### config.mk
export PLATFORM = sky130hd
export DESIGN_NAME = ind_csr_ctrl
export DESIGN_NICKNAME = d
export VERILOG_FILES = /design/src/rtl/ics_pkg.sv /design/src/rtl/ics_port_decode.sv /design/src/rtl/ics_ctl_reg.sv /design/src/rtl/ics_cfg_regs.sv /design/src/rtl/ics_read_mux.sv /design/src/rtl/ind_csr_ctrl.sv
export SDC_FILE = /design/constraint.sdc
export NUM_CORES = 1
export LEC_CHECK = 0
export BUFFER_PORTS_ARGS = -buffer_cell sky130_fd_sc_hd__buf_2
export CAP_MARGIN = 15
export CORE_MARGIN = 1.5
export CORE_UTILIZATION = 35
export CTS_CLUSTER_SIZE = 16
export DETAILED_ROUTE_END_ITERATION = 7
export GPL_ROUTABILITY_DRIVEN = 0
export MAX_ROUTING_LAYER = met4
export PLACE_DENSITY = 0.63
export SYNTH_ARGS = -nofsm -noshare
export SYNTH_HDL_FRONTEND = slang
export SYNTH_HIERARCHICAL = 1
export SYNTH_SLANG_ARGS = --single-unit
### constraint.sdc
create_clock -name clk -period 2.1 [get_ports clk]
set_input_delay 0.42 -clock clk [delete_from_list [all_inputs] [get_ports clk]]
set_output_delay 0.42 -clock clk [all_outputs]
set_load 0.01 [all_outputs]
### src/rtl/ics_pkg.sv
package ics_pkg;

    localparam int WORD_W  = 16;
    localparam int OFFS_W  = 5;
    localparam int NUM_EVT = 3;

    // Port offsets inside the I/O window
    localparam logic [OFFS_W-1:0] OFFS_DATA   = 5'h10;
    localparam logic [OFFS_W-1:0] OFFS_INDEX  = 5'h12;
    localparam logic [OFFS_W-1:0] OFFS_RESET  = 5'h14;
    localparam logic [OFFS_W-1:0] OFFS_BUSCFG = 5'h16;

    // Register numbers
    localparam int unsigned REG_CTL   = 0;
    localparam int unsigned REG_IBLO  = 1;
    localparam int unsigned REG_IBHI  = 2;
    localparam int unsigned REG_FEAT  = 4;
    localparam int unsigned REG_IDLO  = 88;
    localparam int unsigned REG_IDHI  = 89;
    localparam int unsigned BUS_MEDIA = 2;

    // Bit positions in the command/status word
    localparam int BIT_INIT  = 0;
    localparam int BIT_START = 1;
    localparam int BIT_STOP  = 2;
    localparam int BIT_TDMD  = 3;
    localparam int FLAG_LSB  = 8;   // init done, tx, rx flags follow upward

    localparam int BUS_AUTOSEL_BIT = 1;

    typedef enum logic [2:0] {
        RD_NONE,
        RD_CSR,
        RD_INDEX,
        RD_RESET,
        RD_BUS
    } rd_src_e;

    typedef struct packed {
        logic               init;
        logic               start;
        logic               stop;
        logic               tdmd;
        logic [NUM_EVT-1:0] clr;
    } ctl_cmd_t;

    typedef struct packed {
        logic [NUM_EVT-1:0] flag;
        logic               stop;
        logic               start;
        logic               init;
    } ctl_state_t;

    typedef struct packed {
        logic              soft_rst;
        logic              ctl_wr;
        ctl_cmd_t          cmd;
        logic              iblo_wr;
        logic              ibhi_wr;
        logic              feat_wr;
        logic              media_wr;
        logic [WORD_W-1:0] wdata;
    } wr_req_t;

    function automatic logic [WORD_W-1:0] ctl_word(ctl_state_t s);
        logic [WORD_W-1:0] w;
        w = '0;
        w[BIT_INIT]  = s.init;
        w[BIT_START] = s.start;
        w[BIT_STOP]  = s.stop;
        w[FLAG_LSB +: NUM_EVT] = s.flag;
        return w;
    endfunction

    function automatic logic [2*WORD_W-1:0] chip_id(logic [WORD_W-1:0] part);
        return {4'h0, part, 12'h003};
    endfunction

endpackage

### src/rtl/ics_port_decode.sv
module ics_port_decode
    import ics_pkg::*;
#(
    parameter int IDX_W = 7
) (
    input  logic                 clk,
    input  logic                 rst,
    input  logic                 bus_rd,
    input  logic                 bus_wr,
    input  logic [OFFS_W-1:0]    bus_offs,
    input  logic [WORD_W-1:0]    bus_wdata,
    output wr_req_t              req,
    output rd_src_e              rd_src,
    output logic [IDX_W-1:0]     idx,
    output logic                 ctl_rst
);

    logic [IDX_W-1:0] idx_q;
    logic             soft_rst;
    logic             data_wr;
    logic             bus_cfg_wr;
    logic             index_wr;
    logic             ctl_rst_q;

    assign soft_rst   = bus_rd && (bus_offs == OFFS_RESET);
    assign data_wr    = bus_wr && (bus_offs == OFFS_DATA);
    assign bus_cfg_wr = bus_wr && (bus_offs == OFFS_BUSCFG);
    assign index_wr   = bus_wr && (bus_offs == OFFS_INDEX);

    always_ff @(posedge clk) begin
        if (rst || soft_rst) begin
            idx_q <= '0;
        end else if (index_wr) begin
            idx_q <= bus_wdata[IDX_W-1:0];
        end
    end

    always_ff @(posedge clk) begin
        if (rst) begin
            ctl_rst_q <= 1'b0;
        end else begin
            ctl_rst_q <= soft_rst;
        end
    end

    always_comb begin
        req           = '0;
        req.soft_rst  = soft_rst;
        req.wdata     = bus_wdata;
        req.ctl_wr    = data_wr && (idx_q == IDX_W'(REG_CTL));
        req.iblo_wr   = data_wr && (idx_q == IDX_W'(REG_IBLO));
        req.ibhi_wr   = data_wr && (idx_q == IDX_W'(REG_IBHI));
        req.feat_wr   = data_wr && (idx_q == IDX_W'(REG_FEAT));
        req.media_wr  = bus_cfg_wr && (idx_q == IDX_W'(BUS_MEDIA));
        req.cmd.init  = bus_wdata[BIT_INIT];
        req.cmd.start = bus_wdata[BIT_START];
        req.cmd.stop  = bus_wdata[BIT_STOP];
        req.cmd.tdmd  = bus_wdata[BIT_TDMD];
        req.cmd.clr   = bus_wdata[FLAG_LSB +: NUM_EVT];
    end

    always_comb begin
        rd_src = RD_NONE;
        if (bus_rd) begin
            case (bus_offs)
                OFFS_DATA:   rd_src = RD_CSR;
                OFFS_INDEX:  rd_src = RD_INDEX;
                OFFS_RESET:  rd_src = RD_RESET;
                OFFS_BUSCFG: rd_src = RD_BUS;
                default:     rd_src = RD_NONE;
            endcase
        end
    end

    assign idx     = idx_q;
    assign ctl_rst = ctl_rst_q;


    index_hold_chk: assert property (@(posedge clk) disable iff (rst)
        (index_wr && !soft_rst) |=> (idx_q == $past(bus_wdata[IDX_W-1:0])));


    index_soft_rst_chk: assert property (@(posedge clk) disable iff (rst)
        soft_rst |=> (idx_q == '0) && ctl_rst);

endmodule

### src/rtl/ics_ctl_reg.sv
module ics_ctl_reg
    import ics_pkg::*;
(
    input  logic               clk,
    input  logic               rst,
    input  logic               soft_rst,
    input  logic               ctl_wr,
    input  ctl_cmd_t           cmd,
    input  logic [NUM_EVT-1:0] evt,
    output ctl_state_t         st,
    output logic               init_go,
    output logic               start_go,
    output logic               stop_go,
    output logic               tx_demand
);

    logic               init_q;
    logic               start_q;
    logic               stop_q;
    logic [NUM_EVT-1:0] flag_q;
    logic               clr_all;
    logic               do_stop;
    logic               do_init;
    logic               do_start;
    logic               do_tdmd;

    assign clr_all  = rst || soft_rst;
    assign do_stop  = ctl_wr && cmd.stop;
    assign do_init  = ctl_wr && cmd.init  && !cmd.stop;
    assign do_start = ctl_wr && cmd.start && !cmd.stop;
    assign do_tdmd  = ctl_wr && cmd.tdmd  && !cmd.stop;

    // Run state: stop has priority, ones set, zeros do nothing
    always_ff @(posedge clk) begin
        if (clr_all || do_stop) begin
            init_q  <= 1'b0;
            start_q <= 1'b0;
            stop_q  <= 1'b1;
        end else begin
            if (do_init) begin
                init_q <= 1'b1;
                stop_q <= 1'b0;
            end
            if (do_start) begin
                start_q <= 1'b1;
                stop_q  <= 1'b0;
            end
        end
    end

    // Sticky event flags: set wins over write-one-to-clear
    always_ff @(posedge clk) begin
        if (clr_all) begin
            flag_q <= '0;
        end else begin
            for (int i = 0; i < NUM_EVT; i++) begin
                if (evt[i] && !stop_q) begin
                    flag_q[i] <= 1'b1;
                end else if (ctl_wr && cmd.clr[i]) begin
                    flag_q[i] <= 1'b0;
                end
            end
        end
    end

    // Command strobes, one cycle after the write
    always_ff @(posedge clk) begin
        if (clr_all) begin
            init_go   <= 1'b0;
            start_go  <= 1'b0;
            stop_go   <= 1'b0;
            tx_demand <= 1'b0;
        end else begin
            init_go   <= do_init;
            start_go  <= do_start;
            stop_go   <= do_stop;
            tx_demand <= do_tdmd;
        end
    end

    assign st = {flag_q, stop_q, start_q, init_q};


    stop_wins_chk: assert property (@(posedge clk) disable iff (rst)
        (ctl_wr && cmd.stop && !soft_rst) |=> (stop_q && !start_q && !init_q));


    stop_excl_chk: assert property (@(posedge clk) disable iff (rst)
        stop_go |-> !(init_go || start_go || tx_demand));


    tdmd_origin_chk: assert property (@(posedge clk) disable iff (rst)
        tx_demand |-> $past(ctl_wr && cmd.tdmd));


    ctl_soft_rst_chk: assert property (@(posedge clk) disable iff (rst)
        soft_rst |=> (st == ctl_state_t'({{NUM_EVT{1'b0}}, 3'b100})));

    for (genvar g = 0; g < NUM_EVT; g++) begin : g_flag_chk

        flag_set_chk: assert property (@(posedge clk) disable iff (rst)
            (evt[g] && !stop_q && !soft_rst) |=> flag_q[g]);

        flag_clr_chk: assert property (@(posedge clk) disable iff (rst)
            (ctl_wr && cmd.clr[g] && !evt[g]) |=> !flag_q[g]);
    end

endmodule

### src/rtl/ics_cfg_regs.sv
module ics_cfg_regs
    import ics_pkg::*;
#(
    parameter logic [WORD_W-1:0] FEAT_RST   = '0,
    parameter logic [WORD_W-1:0] BUSCFG_RST = '0
) (
    input  logic              clk,
    input  logic              rst,
    input  logic              soft_rst,
    input  logic              iblo_wr,
    input  logic              ibhi_wr,
    input  logic              feat_wr,
    input  logic              media_wr,
    input  logic [WORD_W-1:0] wdata,
    output logic [WORD_W-1:0] ib_lo,
    output logic [WORD_W-1:0] ib_hi,
    output logic [WORD_W-1:0] feat,
    output logic [WORD_W-1:0] media
);

    always_ff @(posedge clk) begin
        if (rst || soft_rst) begin
            ib_lo <= '0;
            ib_hi <= '0;
            feat  <= FEAT_RST;
            media <= BUSCFG_RST;
        end else begin
            if (iblo_wr)  ib_lo <= wdata;
            if (ibhi_wr)  ib_hi <= wdata;
            if (feat_wr)  feat  <= wdata;
            if (media_wr) media <= wdata;
        end
    end


    feat_write_chk: assert property (@(posedge clk) disable iff (rst)
        (feat_wr && !soft_rst) |=> (feat == $past(wdata)));


    media_keep_chk: assert property (@(posedge clk) disable iff (rst)
        (!media_wr && !soft_rst) |=> $stable(media));

endmodule

### src/rtl/ics_read_mux.sv
module ics_read_mux
    import ics_pkg::*;
#(
    parameter int                IDX_W   = 7,
    parameter logic [WORD_W-1:0] PART_ID = 16'h5A3C
) (
    input  logic              clk,
    input  logic              rst,
    input  rd_src_e           rd_src,
    input  logic [IDX_W-1:0]  idx,
    input  logic [WORD_W-1:0] ctl_w,
    input  logic [WORD_W-1:0] ib_lo,
    input  logic [WORD_W-1:0] ib_hi,
    input  logic [WORD_W-1:0] feat,
    input  logic [WORD_W-1:0] media,
    output logic [WORD_W-1:0] rdata,
    output logic              rvalid
);

    localparam logic [2*WORD_W-1:0] ID_WORD = chip_id(PART_ID);

    logic [WORD_W-1:0] csr_val;
    logic [WORD_W-1:0] mux_val;

    always_comb begin
        csr_val = '0;
        if (idx == IDX_W'(REG_CTL))       csr_val = ctl_w;
        else if (idx == IDX_W'(REG_IBLO)) csr_val = ib_lo;
        else if (idx == IDX_W'(REG_IBHI)) csr_val = ib_hi;
        else if (idx == IDX_W'(REG_FEAT)) csr_val = feat;
        else if (idx == IDX_W'(REG_IDLO)) csr_val = ID_WORD[WORD_W-1:0];
        else if (idx == IDX_W'(REG_IDHI)) csr_val = ID_WORD[2*WORD_W-1:WORD_W];
    end

    always_comb begin
        case (rd_src)
            RD_CSR:   mux_val = csr_val;
            RD_INDEX: mux_val = {{(WORD_W-IDX_W){1'b0}}, idx};
            RD_BUS:   mux_val = (idx == IDX_W'(BUS_MEDIA)) ? media : '0;
            default:  mux_val = '0;
        endcase
    end

    always_ff @(posedge clk) begin
        if (rst) begin
            rvalid <= 1'b0;
            rdata  <= '0;
        end else begin
            rvalid <= (rd_src != RD_NONE);
            rdata  <= mux_val;
        end
    end


    reset_port_zero_chk: assert property (@(posedge clk) disable iff (rst)
        (rd_src == RD_RESET) |=> (rvalid && rdata == '0));

endmodule

### src/rtl/ind_csr_ctrl.sv
module ind_csr_ctrl
    import ics_pkg::*;
#(
    parameter int                IDX_W      = 7,
    parameter logic [WORD_W-1:0] PART_ID    = 16'h5A3C,
    parameter logic [WORD_W-1:0] FEAT_RST   = '0,
    parameter logic [WORD_W-1:0] BUSCFG_RST = '0
) (
    input  logic                clk,
    input  logic                rst,
    input  logic                bus_rd,
    input  logic                bus_wr,
    input  logic [OFFS_W-1:0]   bus_offs,
    input  logic [WORD_W-1:0]   bus_wdata,
    output logic [WORD_W-1:0]   bus_rdata,
    output logic                bus_rvalid,
    output logic                ctl_rst,
    output logic                init_go,
    output logic [2*WORD_W-1:0] init_addr,
    output logic                start_go,
    output logic                stop_go,
    output logic                tx_demand,
    input  logic                init_loaded,
    input  logic                tx_event,
    input  logic                rx_event,
    output logic [WORD_W-1:0]   feature_word,
    output logic [WORD_W-1:0]   bus_cfg_word,
    output logic                media_autosel
);

    wr_req_t           req;
    rd_src_e           rd_src;
    logic [IDX_W-1:0]  idx;
    ctl_state_t        ctl_st;
    logic [WORD_W-1:0] ctl_w;
    logic [WORD_W-1:0] ib_lo;
    logic [WORD_W-1:0] ib_hi;
    logic [WORD_W-1:0] feat;
    logic [WORD_W-1:0] media;

    ics_port_decode #(.IDX_W(IDX_W)) u_decode (
        .clk       (clk),
        .rst       (rst),
        .bus_rd    (bus_rd),
        .bus_wr    (bus_wr),
        .bus_offs  (bus_offs),
        .bus_wdata (bus_wdata),
        .req       (req),
        .rd_src    (rd_src),
        .idx       (idx),
        .ctl_rst   (ctl_rst)
    );

    ics_ctl_reg u_ctl (
        .clk       (clk),
        .rst       (rst),
        .soft_rst  (req.soft_rst),
        .ctl_wr    (req.ctl_wr),
        .cmd       (req.cmd),
        .evt       ({rx_event, tx_event, init_loaded}),
        .st        (ctl_st),
        .init_go   (init_go),
        .start_go  (start_go),
        .stop_go   (stop_go),
        .tx_demand (tx_demand)
    );

    ics_cfg_regs #(
        .FEAT_RST   (FEAT_RST),
        .BUSCFG_RST (BUSCFG_RST)
    ) u_cfg (
        .clk       (clk),
        .rst       (rst),
        .soft_rst  (req.soft_rst),
        .iblo_wr   (req.iblo_wr),
        .ibhi_wr   (req.ibhi_wr),
        .feat_wr   (req.feat_wr),
        .media_wr  (req.media_wr),
        .wdata     (req.wdata),
        .ib_lo     (ib_lo),
        .ib_hi     (ib_hi),
        .feat      (feat),
        .media     (media)
    );

    assign ctl_w = ctl_word(ctl_st);

    ics_read_mux #(
        .IDX_W   (IDX_W),
        .PART_ID (PART_ID)
    ) u_rmux (
        .clk    (clk),
        .rst    (rst),
        .rd_src (rd_src),
        .idx    (idx),
        .ctl_w  (ctl_w),
        .ib_lo  (ib_lo),
        .ib_hi  (ib_hi),
        .feat   (feat),
        .media  (media),
        .rdata  (bus_rdata),
        .rvalid (bus_rvalid)
    );

    assign init_addr     = {ib_hi, ib_lo};
    assign feature_word  = feat;
    assign bus_cfg_word  = media;
    assign media_autosel = media[BUS_AUTOSEL_BIT];


    init_addr_chk: assert property (@(posedge clk) disable iff (rst)
        init_go |-> $stable(init_addr));

endmodule

==> summary.txt, run 1 <==
Clocking
  – CTS tree: yes
  – Worst-Skew Late Latency: ~360 ps
  – Resize count post-CTS: 0
  – CTS clk-pin slew, worst paths: 70 ps
  – Post-CTS Setup Bufs: 0
  – Post-CTS Hold Fix Bufs: 0
  – Clock Sinks: 99
  – H-tree depth: 3
  – Num CTS Buffers: 9
  – Clock root buffer: clkbuf_16
  – Clk buf depth: 2

Job
  – Number of max-cap violations: 0

Floorplan
  – Die Width: 118 um
  – Area of the core: approximately 13000 um2
  – Site row count: between 40 and 50
  – Die Height: 118 um
  – I/O pin count: 115
  – Initial core utilization: 36.3%
  – Total die area: 14000 um2

Critical path
  – Crit path capture type: register
  – Worst-path cell chain: or4_4, nor3_2, and4_1, buf_4, mux2i_1, nor2_1
  – Crit path kind: reg2reg
  – Req. time, crit path: 2340 ps
  – CP max FO: 8
  – Crit-path max cell delay: 590 ps
  – Worst Reg2Reg Path Length in Cells: 6
  – Crit path arrival time: 2200 ps
  – Slowest stage cell, crit path: or4_4
  – CP Launch Type: register

STA
  – Final setup vio count: 0
  – Tcrit/Tclk final: 93.2%
  – Unrepaired setup endpoints after global routing: no
  – Fin crit period: 1960 ps
  – Max-slew violations: 0
  – Hold Vio Cnt, Final: 0
  – Final setup margin: 143 ps
  – Fmax: 511 MHz
  – Setup Skew: 7.62 ps

Drt
  – Via count: 4120
  – Total wire length: 14.1 mm
  – DRC Markers: 0
  – DRT antenna net count: 0
  – Vias per cell: 5.17
  – First-pass DRT Iterations: 5
  – 1st-iter DRT viols: roughly 340
  – Mean routed wirelength per cell: 17.7 um

Final layout
  – Nets: 648
  – Commonest non-fill, non-tap cell in the layout: buf_2
  – Layout area overhead: 24.1%
  – Share of cells above drive strength 1: 32.0%
  – Most frequent cells in the layout: buf_2 (114), dfxtp_1 (99), nor2_1 (72), mux2i_1 (64), buf_4 (41)
  – Diode count: 0

Synth
  – Synth area leaders: dfxtp_1 (43%), mux2i_1 (14%), nor2_1 (5.8%), buf_4 (5.3%), o21ai_0 (3.9%)
  – Sequential fraction of the synthesis area: 42.6%
  – Leading register cell type out of synthesis: dfxtp_1
  – Synth Instances: 498
  – EDFF count, synth: 0
  – Yosys reg bits: 99
  – Netlist cell types: 54
  – Mean post-synth cell area: slightly above 9 um2
  – Top cell type's share of synthesized area: a little over two fifths
  – Number of synthesis warnings: 6
  – Synth area leader: dfxtp_1
  – Post-Syn Area: 4660 um2
  – Async set-reset flop share out of synthesis: 0%

Pwr
  – Reg power frac: 48.3%
  – Gate power share: 5.2%
  – Tot Pwr: 3900 uW
  – Pleak: 0.00240 uW
  – Power Density: a little under 700 nW/um2
  – Pint: 3010 uW
  – Net Sw Frac: between 20% and 30%
  – Clock share of power: 46.6%
  – Sw power: between 800 and 900 uW
  – Max rail drop VDD: about 340 uV

Global route
  – Total track usage: 20.9%
  – GRT Residual Overflow: 0
  – First-pass GRT wire length: 22.0 mm
  – Vias in the first global route: 4081
  – Initial antenna violation count: 0
  – Largest net degree at the start of global routing: 33

Placement
  – Worst slack at placement: -85.4 ps
  – Number of buffers added on ports: 114
  – DP HPWL: about 10 mm

Worst hold path
  – Tightest Hold Check Type: in2reg
  – Hold path depth: 3

Status
  – Status: finished, final reports clean
==> worst max-delay path, delay by kind of cell, from the launching register on <==
kind,cells,cell delay [ps]
multiplexers,1,220
buffers and inverters,1,230
AND/OR/NAND/NOR,4,1080
flip-flops,1,310
==> metal layers <==
metal / GRT usage, % / up-vias / wire length [um]
li1: - / 1965 / -
met4: 8.38 / 0 / 314
met2: 31.7 / 174 / 6440
met5: - / - / 0
met1: 26.9 / 1952 / 6520
met3: 4.68 / 29 / 828
==> registers in the layout (all words and copies together) (netlist names) <==
| name | flops |
|---|---|
| u_rmux/rdata | 16 |
| u_decode/idx | 7 |
| u_cfg/ib_hi | 16 |
| u_decode/ctl_rst | 1 |
| u_cfg/ib_lo | 16 |
| u_ctl/init_q | 1 |
| u_ctl/tx_demand | 1 |
| u_rmux/rvalid | 1 |
| u_cfg/media | 16 |
| u_ctl/stop_q | 1 |
| u_ctl/flag_q | 3 |
| u_ctl/init_go | 1 |
| u_cfg/feat | 16 |
| u_ctl/stop_go | 1 |
| u_ctl/start_go | 1 |
| u_ctl/start_q | 1 |
==> stage by stage <==
step                util, %  hold slack (ps)  TNS, ps  instances  cell area, um2
finish                 45.1              352        0        797            5780
global route           45.1              361        0        797            5780
CTS                    45.0              339        0        797            5770
detailed placement     42.5              462    -1700        781            5450
global placement       42.5              454     -116        781            5450
floorplan                 -              438        0        507            4700
==> final cells by class <==
class,instances,area [um2]
timing repair buffer,158,938
multi-input combinational,339,2270
fill,1287,7050
clock inverter,7,98.8
inverter,13,52.6
sequential,99,1980
clock buffer,9,225
tap,172,215
==> cells by family after synthesis <==
family | after synthesis | share of synthesized area, %
AND/OR/NAND/NOR | 149 | 18.0
AO/OA/AOI/OAI | 115 | 15.3
flip-flops | 99 | 42.6
buffers and inverters | 69 | 10.1
multiplexers | 64 | 13.8
XOR/XNOR | 1 | 0.188
other | 1 | 0.0805
==> Yosys cell counts (4+ instances only) <==
cell type,n
and2_1,4
nor3_1,7
nor2b_1,6
mux2i_1,64
a2bb2oi_1,5
o22ai_1,5
buf_2,4
clkbuf_1,8
inv_1,12
buf_6,11
nor2_1,72
o21ai_0,36
nor2_2,5
a21oi_1,32
dfxtp_1,99
a22oi_1,6
nand2_1,15
o21a_1,8
nand3_1,9
nand2b_1,5
a21boi_0,8
buf_4,33
==> power by group through the flow <==
stage	sequential [uW]	clock (uW)	combinational (uW)
floorplan	1930	0	139
global placement	1930	0	194
detailed placement	1930	0	198
CTS	1880	1850	200
global route	1880	1940	219
finish	1880	1820	201
==> worst paths after layout <==
check                   from               to  slack [ps]
max          u_decode/idx[4]  u_cfg/media[15]         140
min            bus_wdata[12]   u_cfg/feat[12]         350
max reg2reg  u_decode/idx[4]  u_cfg/media[15]         140
min reg2reg    u_ctl/start_q    u_ctl/start_q         480
Power figures use the tool's default switching activity.
==> run 2: changes to the inputs <==
--- a/config.mk
+++ b/config.mk
@@ -8,12 +8,12 @@
 export BUFFER_PORTS_ARGS = -buffer_cell sky130_fd_sc_hd__buf_2
 export CAP_MARGIN = 15
 export CORE_MARGIN = 1.5
-export CORE_UTILIZATION = 35
+export CORE_UTILIZATION = 45
 export CTS_CLUSTER_SIZE = 16
 export DETAILED_ROUTE_END_ITERATION = 7
 export GPL_ROUTABILITY_DRIVEN = 0
 export MAX_ROUTING_LAYER = met4
-export PLACE_DENSITY = 0.63
+export PLACE_DENSITY = 0.77
 export SYNTH_ARGS = -nofsm -noshare
 export SYNTH_HDL_FRONTEND = slang
 export SYNTH_HIERARCHICAL = 1
==> run 2 against run 1 <==
  * Sequential cell count stayed put
  * Critical path depth stayed put
  * Register-to-register slack worse by 70 ps
  * Cell count is 5.8% lower
  * Largest cell class unchanged
==> summary.txt, run 2 (synthesized netlist as in run 1, its figures left out) <==
Drt
  – 1st-iter DRT viols: 304 (-9.3%)
  – DRC Markers: 0 (unchanged)
  – First-pass DRT Iterations: 5 (unchanged)
  – Total wire length: 13.3 mm (-5.8%)
  – Via count: 4093 (-0.66%)
  – Vias per cell: 5.45 (+5.4%)
  – DRT antenna net count: 0 (unchanged)
  – Mean routed wirelength per cell: 17.7 um (about the same)

Clocking
  – H-tree depth: 3 (unchanged)
  – Clock root buffer: clkbuf_8
  – Post-CTS Hold Fix Bufs: 0 (unchanged)
  – Worst-Skew Late Latency: 370 ps (about the same)
  – Num CTS Buffers: 9 (unchanged)
  – Clock Sinks: 99 (unchanged)
  – CTS tree: yes
  – Clk buf depth: 2 (unchanged)
  – CTS clk-pin slew, worst paths: 100 ps (+30 ps)

Final layout
  – Layout area overhead: 20.1%
  – Non-Filler Instances: 751 (-5.8%)
  – Core Util, Final: 56.5% (+11 points)
  – Commonest non-fill, non-tap cell in the layout: buf_2
  – Share of cells above drive strength 1: 31.1% (-0.93 points)
  – Nets: 643 (-0.77%)
  – Most frequent cells in the layout: buf_2 (114), dfxtp_1 (99), nor2_1 (72), mux2i_1 (64), o21ai_0 (36)
  – Post-route cell area: 5590 um2 (-3.2%)
  – Diode count: 0 (unchanged)

Global route
  – First-pass GRT wire length: 20.6 mm (-6.3%)
  – Vias in the first global route: 3995 (-2.1%)
  – GRT Residual Overflow: 0 (unchanged)
  – Total track usage: 24.7% (+3.8 points)
  – Busiest grt layer: met2
  – Met1 usage: 31.1% (+4.2 points)
  – Routing usage on met2: 39.3% (+7.6 points)
  – Largest net degree at the start of global routing: 49 (+48%)
  – Met3 Usage GRT: 5.43% (+0.75 points)
  – Initial antenna violation count: 0 (unchanged)

Worst hold path
  – Tightest Hold Check Type: in2reg
  – Hold path depth: 3 (unchanged)

Pwr
  – Pleak: 0.00231 uW (-3.5%)
  – Max rail drop VDD: 304 uV (-10%)
  – Power Density: 606 nW/um2 (-10%)

Critical path
  – CP max FO: 9 (+1)
  – Slowest stage cell, crit path: or4_4
  – Worst-path cell chain: or4_4, nor3_2, and4_1, buf_4, mux2i_1, nor2_1
  – Levels on crit path: 6 (unchanged)
  – Worst Reg2Reg Path Length in Cells: 6 (unchanged)
  – Req. time, crit path: 2360 ps (+20 ps)
  – Crit path capture type: register
  – Crit-path max cell delay: 600 ps (about the same)
  – Crit path kind: reg2reg
  – Buf/Inv on CP: 1 (unchanged)
  – Crit-path leading delay family: simple AND/OR/NAND/NOR gates
  – Crit path arrival time: 2280 ps (+80 ps)
  – CP Launch Type: register

STA
  – Fin crit period: 2020 ps (+65.7 ps)
  – Fmax: 494 MHz (-3.2%)
  – Max-slew violations: 0 (unchanged)
  – Tcrit/Tclk final: 96.3% (+3.1 points)
  – Final setup vio count: 0 (unchanged)
  – Worst-margin pin slew: 603 ps
  – Hold Vio Cnt, Final: 0 (unchanged)
  – Setup TNS: 0 ps (unchanged)
  – Slew margin rel.: 59.4%
  – Unrepaired setup endpoints after global routing: no
  – Setup Skew: 9.57 ps (+1.95 ps)

Floorplan
  – I/O pin count: 115 (unchanged)
  – Die Width: 105 um (-12%)
  – Initial core utilization: 47.0% (+11 points)
  – Site row count: 36 (-12%)
  – Die Height: 105 um (-12%)
  – Total die area: 11000 um2 (-22%)
  – Area of the core: 9910 um2 (-23%)

Placement
  – Number of buffers added on ports: 114 (unchanged)
  – Placed cell count: 735 (-5.9%)
  – DP HPWL: 9.48 mm (-8.2%)
  – Placed inst area: 5370 um2 (-1.4%)

Job
  – Number of max-cap violations: 0 (unchanged)

Status
  – Status: finished, final reports clean
run 2: cell count changes in the layout (fill, tap and decap cells not counted):
cell,previous run,this run
clkbuf_16,9,0
inv_6,3,0
clkbuf_8,0,9
clkinv_1,0,1
buf_4,41,34
buf_12,3,5
run 2: where the power goes:
part	switching, uW	internal [uW]
Combinational	124	70.7
Sequential	2.40	1880
Clock	656	656
Total	782	2610
run 2: final timing paths:
path / slack (ps) / endpoint / startpoint
worst max-delay path: 80 / u_cfg/media[9] / u_decode/idx[4]
worst min-delay path: 340 / u_cfg/media[14] / bus_wdata[14]
worst max register to register: 80 / u_cfg/media[9] / u_decode/idx[4]
worst min register to register: 490 / u_rmux/rdata[8] / u_cfg/media[8]
run 2: worst min-delay path, stage by stage:
cell and delay [ps]:
buf_2 110, mux2i_1 70, nor2_1 70
run 2: layout make-up:
cell class	count	area [um2]
Clock buffer	9	124
Timing Repair Buffer	153	926
Multi-Input combinational cell	339	2270
Inverter	13	48.8
Sequential cell	99	1980
Clock inverter	5	80.1
Tap cell	133	166
Fill cell	905	4320
run 2: routing by layer:
layer / vias to the layer above / routed length, um / part of all wire (%)
met5: - / 0 / 0
met4: 0 / 223 / 1.7
met3: 25 / 1080 / 8.2
met2: 204 / 6290 / 47
met1: 1929 / 5680 / 43
li1: 1935 / - / -
run 2: per-stage QoR:
step | hold slack [ps] | setup WS, ps | power [uW]
finish | 342 | 77.2 | 3390
global route | 346 | 23.5 | 3500
CTS | 334 | 47.6 | 3400
detailed placement | 474 | -56.9 | 2110
global placement | 470 | -7.79 | 2110
floorplan | 438 | 81.3 | 2070
run 2: what timing repair did:
action                     in CTS  in global routing
resized for setup               0                  1
setup buffers                   0                  2
setup endpoints to repair       0                 30
==> run 3: changes to the inputs <==
==> constraint.sdc (replaced) <==
create_clock -name clk -period 1.65 [get_ports clk]
set_input_delay 0.33 -clock clk [delete_from_list [all_inputs] [get_ports clk]]
set_output_delay 0.33 -clock clk [all_outputs]
set_load 0.01 [all_outputs]
==> run 3 against run 2 <==
  * The run now ends with negative setup slack left
  * Register-to-register slack worse by 400 ps
  * Sequential share of layout area shrank 3.9 points
  * Worst setup slack worse by 400 ps
  * First-iteration DRC count grew 43%
  * Via count is 8.5% higher
  * Sequential power rose by 28%
  * Wire length increased by 9.7%
  * Critical path type unchanged
  * Largest power group unchanged
==> summary.txt, run 3 (synthesized netlist as in run 1, its figures left out) <==
STA
  – Hold_ws: 246 ps (-95.9 ps)
  – Final setup vio count: 89 (+89)
  – Slew margin rel.: 62.9% (+3.5 points)
  – Unrepaired setup endpoints after global routing: yes
  – Worst-margin pin slew: 555 ps (-48.3 ps)
  – Setup Skew: 10.6 ps (+0.985 ps)
  – Tcrit/Tclk final: 120% (+23 points)
  – Final setup margin: -325 ps (-402 ps)
  – Fmax: 506 MHz (+2.4%)
  – Hold Vio Cnt, Final: 0 (unchanged)
  – Fin crit period: 1970 ps (-48.3 ps)
  – Max-slew violations: 0 (unchanged)

Floorplan
  – Area of the core: 9910 um2 (unchanged)
  – I/O pin count: 115 (unchanged)
  – Die Width: 105 um (unchanged)
  – Total die area: 11000 um2 (unchanged)
  – Die Height: 105 um (unchanged)
  – Initial core utilization: 47.0% (unchanged)
  – Site row count: 36 (unchanged)

Critical path
  – Setup crit start: u_decode/idx[5]
  – Reg2Reg Setup Slack: -320 ps (-400 ps)
  – CP dominant cell by count: buf_6
  – Worst Reg2Reg Path Length in Cells: 6 (unchanged)
  – Crit path arrival time: 2260 ps (-20 ps)
  – CP Launch Type: register
  – Crit path capture type: register
  – CP max FO: 9 (unchanged)
  – Slowest stage cell, crit path: or4_4
  – Crit path kind: reg2reg
  – Worst-path cell chain: or4_4, buf_6, nor4b_4, buf_6, mux2i_1, nor2_2
  – Crit-path max cell delay: 560 ps (-40 ps)
  – R2r endpoint: u_cfg/ib_lo[15]
  – Req. time, crit path: 1930 ps (-430 ps)
  – Worst r2r src: u_decode/idx[5]

Global route
  – Initial antenna violation count: 0 (unchanged)
  – Total track usage: 26.3% (+1.6 points)
  – GRT Residual Overflow: 0 (unchanged)
  – First-pass GRT wire length: 22.1 mm (+7.2%)
  – Vias in the first global route: 4255 (+6.5%)
  – Largest net degree at the start of global routing: 24 (-51%)

Final layout
  – Diode count: 0 (unchanged)
  – Non-Filler Instances: 778 (+3.6%)
  – Commonest non-fill, non-tap cell in the layout: buf_2
  – Share of cells above drive strength 1: 41.7% (+11 points)
  – Nets: 670 (+4.2%)
  – Most frequent cells in the layout: buf_2 (114), dfxtp_1 (96), nor2_1 (69), mux2i_1 (62), buf_4 (43)
  – Layout area overhead: 35.2%
  – Post-route cell area: 6300 um2 (+13%)

Clocking
  – Clock root buffer: clkbuf_8
  – Clock Sinks: 99 (unchanged)
  – CTS tree: yes
  – H-tree depth: 3 (unchanged)
  – Post-CTS Hold Fix Bufs: 0 (unchanged)
  – Num CTS Buffers: 9 (unchanged)
  – Clk buf depth: 2 (unchanged)
  – Worst-Skew Late Latency: 380 ps (about the same)
  – CTS clk-pin slew, worst paths: 90 ps (about the same)

Drt
  – Vias per cell: 5.71 (+4.7%)
  – DRT antenna net count: 0 (unchanged)
  – First-pass DRT Iterations: 7 (+2)
  – DRC Markers: 0 (unchanged)
  – 1st-iter DRT viols: 434 (+43%)
  – Mean routed wirelength per cell: 18.7 um (+5.9%)
  – Via count: 4441 (+8.5%)
  – Total wire length: 14.6 mm (+9.7%)

Pwr
  – Power Density: 704 nW/um2 (+16%)
  – Pleak: 0.00264 uW (+14%)
  – Max rail drop VDD: 495 uV (+63%)

Status
  – Failing checks: negative setup slack
  – Status: finished, violations left

Worst hold path
  – Hold path startpoint: bus_wdata[13]
  – Hold path depth: 3 (unchanged)
  – Tightest Hold Check Type: in2reg
  – Worst Hold End: u_cfg/feat[13]

Placement
  – Number of buffers added on ports: 114 (unchanged)
  – Placed cell count: 746 (+1.5%)
  – DP HPWL: 9.69 mm (+2.3%)
  – Placed inst area: 5570 um2 (+3.7%)
  – Worst slack at placement: -418 ps (-361 ps)

Job
  – Number of max-cap violations: 0 (unchanged)
## run 3: final cells by class
class / count / area, um2
sequential: 99 / 1990
inverter: 13 / 52.6
tap: 133 / 166
multi-input combinational: 339 / 2580
clock buffer: 10 / 138
clock inverter: 4 / 76.3
timing repair buffer: 180 / 1290
fill: 770 / 3610
## run 3: layer usage
layer  global-route usage, %  share of wire [%]
met5                       -                  0
met4                    12.7                3.6
met3                    4.68                8.8
met2                    40.7                 47
met1                    33.2                 41
## run 3: metrics by stage
step / total power [uW] / util (%) / setup TNS, ps
2_1_floorplan: 2640 / - / -16240
4_1_cts: 4410 / 60.0 / -15660
3_5_place_dp: 2720 / 56.2 / -27080
3_3_place_gp: 2720 / 56.2 / -22730
5_1_grt: 4580 / 63.5 / -24950
6_report: 4430 / 63.5 / -19370
## run 3: worst max-delay path by stage
stage	end	slack [ps]	depth (start not counted)
floorplan	u_cfg/ib_lo[10]	-260	7
global placement	u_cfg/ib_lo[15]	-370	7
detailed placement	u_cfg/feat[5]	-420	7
CTS	u_cfg/ib_lo[15]	-270	6
global route	u_cfg/ib_lo[4]	-400	6
finish	u_cfg/ib_lo[15]	-320	6
## run 3: where the power goes
group | internal [uW] | switching, uW
combinational | 124 | 184
clock | 882 | 846
sequential | 2390 | 3.19
total | 3400 | 1030
## run 3: repair_timing
action | CTS | global route
endpoints found under the setup margin | 82 | 90
setup buffers | 8 | 7
gates cloned | 0 | 3
pin swaps | 11 | 23
gates resized for setup | 24 | 62
## run 3: worst max-delay path, delay by kind of cell (launching register included)
| family | cells | cell delay, ps |
|---|---|---|
| DFF | 1 | 330 |
| muxes | 1 | 240 |
| and+or+nand+nor | 3 | 930 |
| buffers and inverters | 2 | 380 |
